$ cat src/rtl/irc_pkg.sv
package irc_pkg;
  localparam int ADDR_W = 3;
  localparam int CDIV_W = 4;   // holds carrier counts up to 11
  localparam int TDIV_W = 5;   // holds tau counts up to 31
  localparam int WID_W  = 2;   // burst length field

  typedef enum logic [ADDR_W-1:0] {
    RA_CTRL  = 3'd0,
    RA_SHAPE = 3'd1,
    RA_WIDTH = 3'd2,
    RA_TICKS = 3'd3,
    RA_STAT  = 3'd4
  } reg_sel_e;

  // control field positions
  localparam int CTL_RUN   = 0;
  localparam int CTL_FORCE = 1;
  localparam int CTL_IEN   = 2;
  // status field positions
  localparam int ST_FLAG   = 0;
  localparam int ST_RUN    = 1;

  // last count of one carrier period
  function automatic logic [CDIV_W-1:0] car_last(input logic [1:0] sel);
    return sel[1] ? 4'd11 : 4'd7;
  endfunction

  // number of high clocks at the start of a carrier period
  function automatic logic [CDIV_W-1:0] car_high(input logic [1:0] sel);
    case (sel)
      2'd0:    return 4'd2;
      2'd1:    return 4'd3;
      2'd2:    return 4'd4;
      default: return 4'd3;
    endcase
  endfunction

  // last carrier index of one tau period
  function automatic logic [TDIV_W-1:0] tau_last(input logic [1:0] sel);
    case (sel)
      2'd0:    return 5'd11;
      2'd1:    return 5'd15;
      2'd2:    return 5'd19;
      default: return 5'd31;
    endcase
  endfunction
endpackage

$ cat src/rtl/irc_regs.sv
module irc_regs
  import irc_pkg::*;
#(
  parameter int DW     = 8,
  parameter int TICK_W = 4
) (
  input  logic              clk,
  input  logic              rst_n,
  input  logic              wr_en,
  input  logic              rd_en,
  input  logic [ADDR_W-1:0] addr,
  input  logic [DW-1:0]     wdata,
  input  logic              run,
  input  logic              flag,
  output logic [DW-1:0]     rdata,
  output logic              en_q,
  output logic              force_q,
  output logic              ien_q,
  output logic [1:0]        cmode_q,
  output logic [1:0]        tsel_q,
  output logic [WID_W-1:0]  width_q,
  output logic [TICK_W-1:0] ticks_q,
  output logic              on_wr,
  output logic              off_wr,
  output logic              width_wr,
  output logic              ticks_wr,
  output logic              stat_rd
);
  reg_sel_e sel;
  logic     unused_wbits;

  assign sel          = reg_sel_e'(addr);
  assign unused_wbits = ^wdata;

  assign on_wr    = wr_en && (sel == RA_CTRL) &&  wdata[CTL_RUN];
  assign off_wr   = wr_en && (sel == RA_CTRL) && !wdata[CTL_RUN];
  assign width_wr = wr_en && (sel == RA_WIDTH);
  assign ticks_wr = wr_en && (sel == RA_TICKS);
  assign stat_rd  = rd_en && (sel == RA_STAT);

  always_ff @(posedge clk) begin
    if (!rst_n) begin
      en_q    <= 1'b0;
      force_q <= 1'b0;
      ien_q   <= 1'b0;
      cmode_q <= '0;
      tsel_q  <= '0;
      width_q <= '0;
      ticks_q <= '0;
    end else if (wr_en) begin
      case (sel)
        RA_CTRL: begin
          en_q    <= wdata[CTL_RUN];
          force_q <= wdata[CTL_FORCE];
          ien_q   <= wdata[CTL_IEN];
          // switching the carrier off discards any burst length
          if (!wdata[CTL_RUN]) width_q <= '0;
        end
        RA_SHAPE: begin
          cmode_q <= wdata[1:0];
          tsel_q  <= wdata[3:2];
        end
        RA_WIDTH: width_q <= wdata[WID_W-1:0];
        RA_TICKS: ticks_q <= wdata[TICK_W-1:0];
        default: ;
      endcase
    end
  end

  always_comb begin
    rdata = '0;
    case (sel)
      RA_CTRL: begin
        rdata[CTL_RUN]   = en_q;
        rdata[CTL_FORCE] = force_q;
        rdata[CTL_IEN]   = ien_q;
      end
      RA_SHAPE: begin
        rdata[1:0] = cmode_q;
        rdata[3:2] = tsel_q;
      end
      RA_WIDTH: rdata[WID_W-1:0]  = width_q;
      RA_TICKS: rdata[TICK_W-1:0] = ticks_q;
      RA_STAT: begin
        rdata[ST_FLAG] = flag;
        rdata[ST_RUN]  = run;
      end
      default: ;
    endcase
  end
endmodule

$ cat src/rtl/irc_carrier_div.sv
module irc_carrier_div
  import irc_pkg::*;
(
  input  logic       clk,
  input  logic       rst_n,
  input  logic       run,
  input  logic [1:0] cmode,
  output logic       carrier,
  output logic       c_wrap
);
  logic [CDIV_W-1:0] cnt_q;
  logic [CDIV_W-1:0] last;
  logic [CDIV_W-1:0] high;

  assign last = car_last(cmode);
  assign high = car_high(cmode);

  // >= keeps the wrap safe when the shape shrinks mid-period
  assign c_wrap  = run && (cnt_q >= last);
  assign carrier = run && (cnt_q < high);

  always_ff @(posedge clk) begin
    if (!rst_n)               cnt_q <= '0;
    else if (!run || c_wrap)  cnt_q <= '0;
    else                      cnt_q <= cnt_q + 1'b1;
  end
endmodule

$ cat src/rtl/irc_tau_div.sv
module irc_tau_div
  import irc_pkg::*;
(
  input  logic       clk,
  input  logic       rst_n,
  input  logic       run,
  input  logic       c_wrap,
  input  logic [1:0] tsel,
  output logic       tau_rise
);
  logic [TDIV_W-1:0] cnt_q;
  logic [TDIV_W-1:0] last;

  assign last     = tau_last(tsel);
  assign tau_rise = c_wrap && (cnt_q >= last);

  always_ff @(posedge clk) begin
    if (!rst_n)        cnt_q <= '0;
    else if (!run)     cnt_q <= '0;
    else if (c_wrap)   cnt_q <= tau_rise ? '0 : cnt_q + 1'b1;
  end
endmodule

$ cat src/rtl/irc_burst_gate.sv
module irc_burst_gate
  import irc_pkg::*;
(
  input  logic             clk,
  input  logic             rst_n,
  input  logic             run,
  input  logic             tau_rise,
  input  logic             width_wr,
  input  logic             off_wr,
  input  logic [WID_W-1:0] width_q,
  output logic             gate
);
  logic             pend_q;
  logic [WID_W-1:0] left_q;

  assign gate = |left_q;

  // a written length waits for the next tau boundary
  always_ff @(posedge clk) begin
    if (!rst_n)        pend_q <= 1'b0;
    else if (off_wr)   pend_q <= 1'b0;
    else if (width_wr) pend_q <= 1'b1;
    else if (tau_rise) pend_q <= 1'b0;
  end

  always_ff @(posedge clk) begin
    if (!rst_n)        left_q <= '0;
    else if (!run)     left_q <= '0;
    else if (tau_rise) begin
      if (pend_q)      left_q <= width_q;
      else if (gate)   left_q <= left_q - 1'b1;
    end
  end
endmodule

$ cat src/rtl/irc_tick_irq.sv
module irc_tick_irq #(
  parameter int TICK_W = 4
) (
  input  logic              clk,
  input  logic              rst_n,
  input  logic              tau_rise,
  input  logic              ticks_wr,
  input  logic [TICK_W-1:0] ticks_new,
  input  logic [TICK_W-1:0] ticks_q,
  input  logic              stat_rd,
  output logic              flag,
  output logic              set_evt
);
  localparam logic [TICK_W-1:0] ONE = TICK_W'(1);

  logic [TICK_W-1:0] cnt_q;
  logic [TICK_W-1:0] cnt_nxt;
  logic              armed_q;

  assign cnt_nxt = cnt_q + ONE;
  assign set_evt = !ticks_wr && tau_rise && armed_q && (cnt_nxt == ticks_q);

  always_ff @(posedge clk) begin
    if (!rst_n) begin
      cnt_q   <= '0;
      armed_q <= 1'b0;
    end else if (ticks_wr) begin
      cnt_q   <= '0;
      armed_q <= |ticks_new;
    end else if (tau_rise && armed_q) begin
      if (set_evt) armed_q <= 1'b0;
      else         cnt_q   <= cnt_nxt;
    end
  end

  always_ff @(posedge clk) begin
    if (!rst_n)       flag <= 1'b0;
    else if (set_evt) flag <= 1'b1;
    else if (stat_rd) flag <= 1'b0;
  end
endmodule

$ cat src/rtl/irc_carrier_top.sv
module irc_carrier_top
  import irc_pkg::*;
#(
  parameter int DW      = 8,
  parameter int TICK_W  = 4,
  parameter bit OUT_REG = 1'b1
) (
  input  logic              clk,
  input  logic              rst_n,
  input  logic              wr_en,
  input  logic              rd_en,
  input  logic [ADDR_W-1:0] addr,
  input  logic [DW-1:0]     wdata,
  output logic [DW-1:0]     rdata,
  output logic              ir_out,
  output logic              irq
);
  logic              en_q, force_q, ien_q;
  logic [1:0]        cmode_q, tsel_q;
  logic [WID_W-1:0]  width_q;
  logic [TICK_W-1:0] ticks_q;
  logic              on_wr, off_wr, width_wr, ticks_wr, stat_rd;
  logic              run_q;
  logic              carrier, c_wrap, tau_rise, gate;
  logic              flag, set_evt;
  logic              drive;

  irc_regs #(.DW(DW), .TICK_W(TICK_W)) u_regs (
    .clk(clk), .rst_n(rst_n), .wr_en(wr_en), .rd_en(rd_en), .addr(addr),
    .wdata(wdata), .run(run_q), .flag(flag), .rdata(rdata),
    .en_q(en_q), .force_q(force_q), .ien_q(ien_q), .cmode_q(cmode_q),
    .tsel_q(tsel_q), .width_q(width_q), .ticks_q(ticks_q),
    .on_wr(on_wr), .off_wr(off_wr), .width_wr(width_wr),
    .ticks_wr(ticks_wr), .stat_rd(stat_rd)
  );

  // run starts at once, but stops only on a tau boundary
  always_ff @(posedge clk) begin
    if (!rst_n)                   run_q <= 1'b0;
    else if (on_wr)               run_q <= 1'b1;
    else if (!en_q && tau_rise)   run_q <= 1'b0;
  end

  irc_carrier_div u_cdiv (
    .clk(clk), .rst_n(rst_n), .run(run_q), .cmode(cmode_q),
    .carrier(carrier), .c_wrap(c_wrap)
  );

  irc_tau_div u_tdiv (
    .clk(clk), .rst_n(rst_n), .run(run_q), .c_wrap(c_wrap),
    .tsel(tsel_q), .tau_rise(tau_rise)
  );

  irc_burst_gate u_gate (
    .clk(clk), .rst_n(rst_n), .run(run_q), .tau_rise(tau_rise),
    .width_wr(width_wr), .off_wr(off_wr), .width_q(width_q), .gate(gate)
  );

  irc_tick_irq #(.TICK_W(TICK_W)) u_tick (
    .clk(clk), .rst_n(rst_n), .tau_rise(tau_rise), .ticks_wr(ticks_wr),
    .ticks_new(wdata[TICK_W-1:0]), .ticks_q(ticks_q), .stat_rd(stat_rd),
    .flag(flag), .set_evt(set_evt)
  );

  assign drive = carrier && (force_q || gate);
  assign irq   = flag && ien_q;

  generate
    if (OUT_REG) begin : g_out_ff
      logic ir_q;
      always_ff @(posedge clk) begin
        if (!rst_n) ir_q <= 1'b0;
        else        ir_q <= drive;
      end
      assign ir_out = ir_q;
    end else begin : g_out_comb
      assign ir_out = drive;
    end
  endgenerate
endmodule

$ cat config.mk
export PLATFORM = sky130hd
export DESIGN_NAME = irc_carrier_top
export DESIGN_NICKNAME = d
export VERILOG_FILES = /design/src/rtl/irc_pkg.sv /design/src/rtl/irc_regs.sv /design/src/rtl/irc_carrier_div.sv /design/src/rtl/irc_tau_div.sv /design/src/rtl/irc_burst_gate.sv /design/src/rtl/irc_tick_irq.sv /design/src/rtl/irc_carrier_top.sv
export SDC_FILE = /design/constraint.sdc
export NUM_CORES = 1
export LEC_CHECK = 0
export BUFFER_PORTS_ARGS = -buffer_cell sky130_fd_sc_hd__buf_2
export CAP_MARGIN = 20
export CORE_UTILIZATION = 30
export CTS_CLUSTER_SIZE = 8
export DETAILED_ROUTE_END_ITERATION = 8
export PLACE_DENSITY = 0.57
export SYNTH_ARGS = -nofsm -noshare
export SYNTH_HDL_FRONTEND = slang
export SYNTH_HIERARCHICAL = 1
export SYNTH_SLANG_ARGS = --single-unit
$ cat constraint.sdc
create_clock -name clk -period 5.15 [get_ports clk]
set_clock_uncertainty 0.1 [all_clocks]
set_input_delay 1.03 -clock clk [delete_from_list [all_inputs] [get_ports clk]]
set_output_delay 1.03 -clock clk [all_outputs]
set_load 0.02 [all_outputs]
==> impl_metrics.py <==
metrics = {
    "clock_network": {
        "cts_root_buf": "clkbuf_8",
        "cts_tree": "built",
        "cts_setup_buffers": 0,
        "cts_buffers": 5,
        "ctsResizeCount": 0,
        "cts.clk_slew.worst_paths_ps": 70,
        "clockBufferDepth": 2,
        "worst_skew_pair.late_latency_ps": 290,
        "clock_sinks": 33,
        "ctsHtreeMaxLevel": 2,
        "cts_hold_buf": 0,
    },
    "global_routing": {
        "grt_max_degree": 29,
        "grt_pass1_wl_um": 7510,
        "grt_pass1_vias": 1588,
        "grtUsageTotal_pct": 13.4,
        "antenna_found_initial": 0,
        "gr-total-overflow": 0,
    },
    "worst_setup_path": {
        "critPathRequiredTime_ps": 4020,
        "path_class": "input port to output pin",
        "critPathLaunch": "addr[1]",
        "crit_path_end": "rdata[2]",
        "r2r-start": "u_regs/cmode_q[1]$_SDFFE_PN0P_",
        "timing.rr.end": "u_tick/cnt_q[3]$_SDFFE_PP0P_",
        "cp_data_arrival_time_ps": 2020,
        "endpoint_kind": "output pin",
        "r2r_setup_slack_ps": 2380,
        "r2r_cells": 8,
        "path_max_fanout": 13,
        "start_kind": "input port",
    },
    "timing": {
        "finalSetupViolCount": 0,
        "fin_tns_setup_ps": 0,
        "worst_slew_pin_slew_ps": 696,
        "final.period_utilization_pct": 61.3,
        "slew_viol_final": 0,
        "fin_ws_ps": 2000,
        "rsz0062_at_grt": "no",
        "period_minus_slack_ps": 3150,
        "finalHoldViolCount": 0,
        "fmax_ghz": 0.317,
        "max_slew_margin_pct": 53.5,
    },
    "finish": {
        "ff_latch_area_um2": 661,
        "nNetsFinal": 273,
        "area_delta_synth_final_pct": 9.20,
        "drive_gt1_share_pct": 14.1,
        "diodes": 0,
        "multi_input_area_um2": 1240,
        "utilization_pct": 34.4,
        "fin_area_um2": 2210,
        "fill_cells": 673,
    },
    "floorplan": {
        "die_area_um2": 7080,
        "initial_utilization_pct": 31.5,
        "ioPinCount": 25,
        "std_cell_rows": 29,
        "die-width_um": 84.2,
        "core-area_um2": 6420,
        "die_h_um": 84.2,
    },
    "power": {
        "ir_worst_vdd_uv": 83.5,
        "finalPower_mw": 0.492,
        "p_per_area_nw_per_um2": 222,
        "p_leak_nw": 0.869,
    },
    "status": {
        "violations": "design-rule violations",
        "status": "complete, but fails checks",
    },
    "synth": {
        "ys_warn_count": 6,
        "synth_area_um2": 2030,
        "syn_inst": 235,
        "synth_area_per_cell_um2": 8.62,
    },
    "placed_design": {
        "gp_congestion": 0.754,
        "place_hpwl_um": 3200,
        "dpl_cell_area_um2": 2130,
        "port_buffers": 16,
        "preCtsSetupSlack_ps": 1980,
    },
    "drt": {
        "antenna_left": 0,
        "vias_per_cell": 5.19,
        "drt_wl_total_um": 4460,
        "drc": 2,
        "wl_per_cell_um": 13.7,
        "dr.pass1.iters": 6,
        "dr.first_iter.drc_count": 59,
        "via_count": 1686,
    },
    "flow_run": {
        "cap_violations": 0,
    },
    "hold_path": {
        "holdPathStages": 1,
        "hold_class": "flop to flop",
    },
}
## worst max-delay path, cell delays in order
cell and delay, ps:
buf_2 270, mux2_2 370, a22oi_1 130, nor2_1 60
buf_2 160
## final cells by class
class / instances / share of cell area (%)
multi-input combinational: 178 / 56.2
inverter: 13 / 2.21
clock buffer: 6 / 3.28
timing repair buffer: 16 / 3.62
sequential: 33 / 29.9
tap: 77 / 4.36
clock inverter: 2 / 0.452
## metal layers
metal	part of all wire, %	global-route usage (%)
met2	45	21.5
met4	1.8	5.64
met5	0	0
met3	4.4	4.03
met1	48	16.8
## flip-flops by register name (all words and copies together) (netlist names)
register        flops
ir_out              1
u_regs/ticks_q      4
run_q               1
u_regs/width_q      2
u_tdiv/cnt_q        5
u_cdiv/cnt_q        4
u_regs/ien_q        1
u_regs/tsel_q       2
u_gate/pend_q       1
u_regs/en_q         1
u_regs/force_q      1
u_tick/cnt_q        4
u_tick/flag         1
u_regs/cmode_q      2
u_gate/left_q       2
u_tick/armed_q      1
## per-stage QoR
stage,cells,hold WS [ps]
floorplan,238,325
global placement,317,354
detailed placement,317,363
CTS,325,378
global route,325,408
finish,325,375
## power breakdown
| part | total, mW | switching (mW) | leakage, nW | internal [mW] |
|---|---|---|---|---|
| Clock | 0.191 | 0.0974 | 0.0450 | 0.0937 |
| Sequential | 0.262 | 0.00353 | 0.266 | 0.258 |
| Combinational | 0.0391 | 0.0257 | 0.558 | 0.0134 |
| Total | 0.492 | 0.127 | 0.869 | 0.365 |
## cell usage in the layout, fill, tap and decap left out, types with 3 or more instances in the layout
master / instances
dfxtp_1: 33
nand2_1: 18
o21ai_0: 16
buf_2: 16
nor2_1: 13
inv_1: 13
nand3_1: 13
ha_1: 11
a21oi_1: 9
mux2i_1: 8
nor2b_1: 7
xor2_1: 7
clkbuf_8: 5
xnor2_1: 5
nand3b_1: 4
conb_1: 4
o211ai_1: 4
a211oi_1: 4
or4_1: 4
nand2b_1: 3
o21a_1: 3
nand4_1: 3
## worst min-delay path by stage
stage | start | slack, ps | end
after floorplan | u_cdiv/cnt_q[0]$_SDFF_PP0_ | 330 | u_cdiv/cnt_q[0]$_SDFF_PP0_
after global placement | u_cdiv/cnt_q[0]$_SDFF_PP0_ | 350 | u_cdiv/cnt_q[0]$_SDFF_PP0_
after detailed placement | u_cdiv/cnt_q[0]$_SDFF_PP0_ | 360 | u_cdiv/cnt_q[0]$_SDFF_PP0_
after CTS | u_cdiv/cnt_q[0]$_SDFF_PP0_ | 380 | u_cdiv/cnt_q[0]$_SDFF_PP0_
after global routing | u_regs/width_q[1]$_SDFFE_PN0P_ | 410 | u_regs/width_q[1]$_SDFFE_PN0P_
final | u_cdiv/cnt_q[0]$_SDFF_PP0_ | 370 | u_cdiv/cnt_q[0]$_SDFF_PP0_
(Power assumes the default switching activity.)
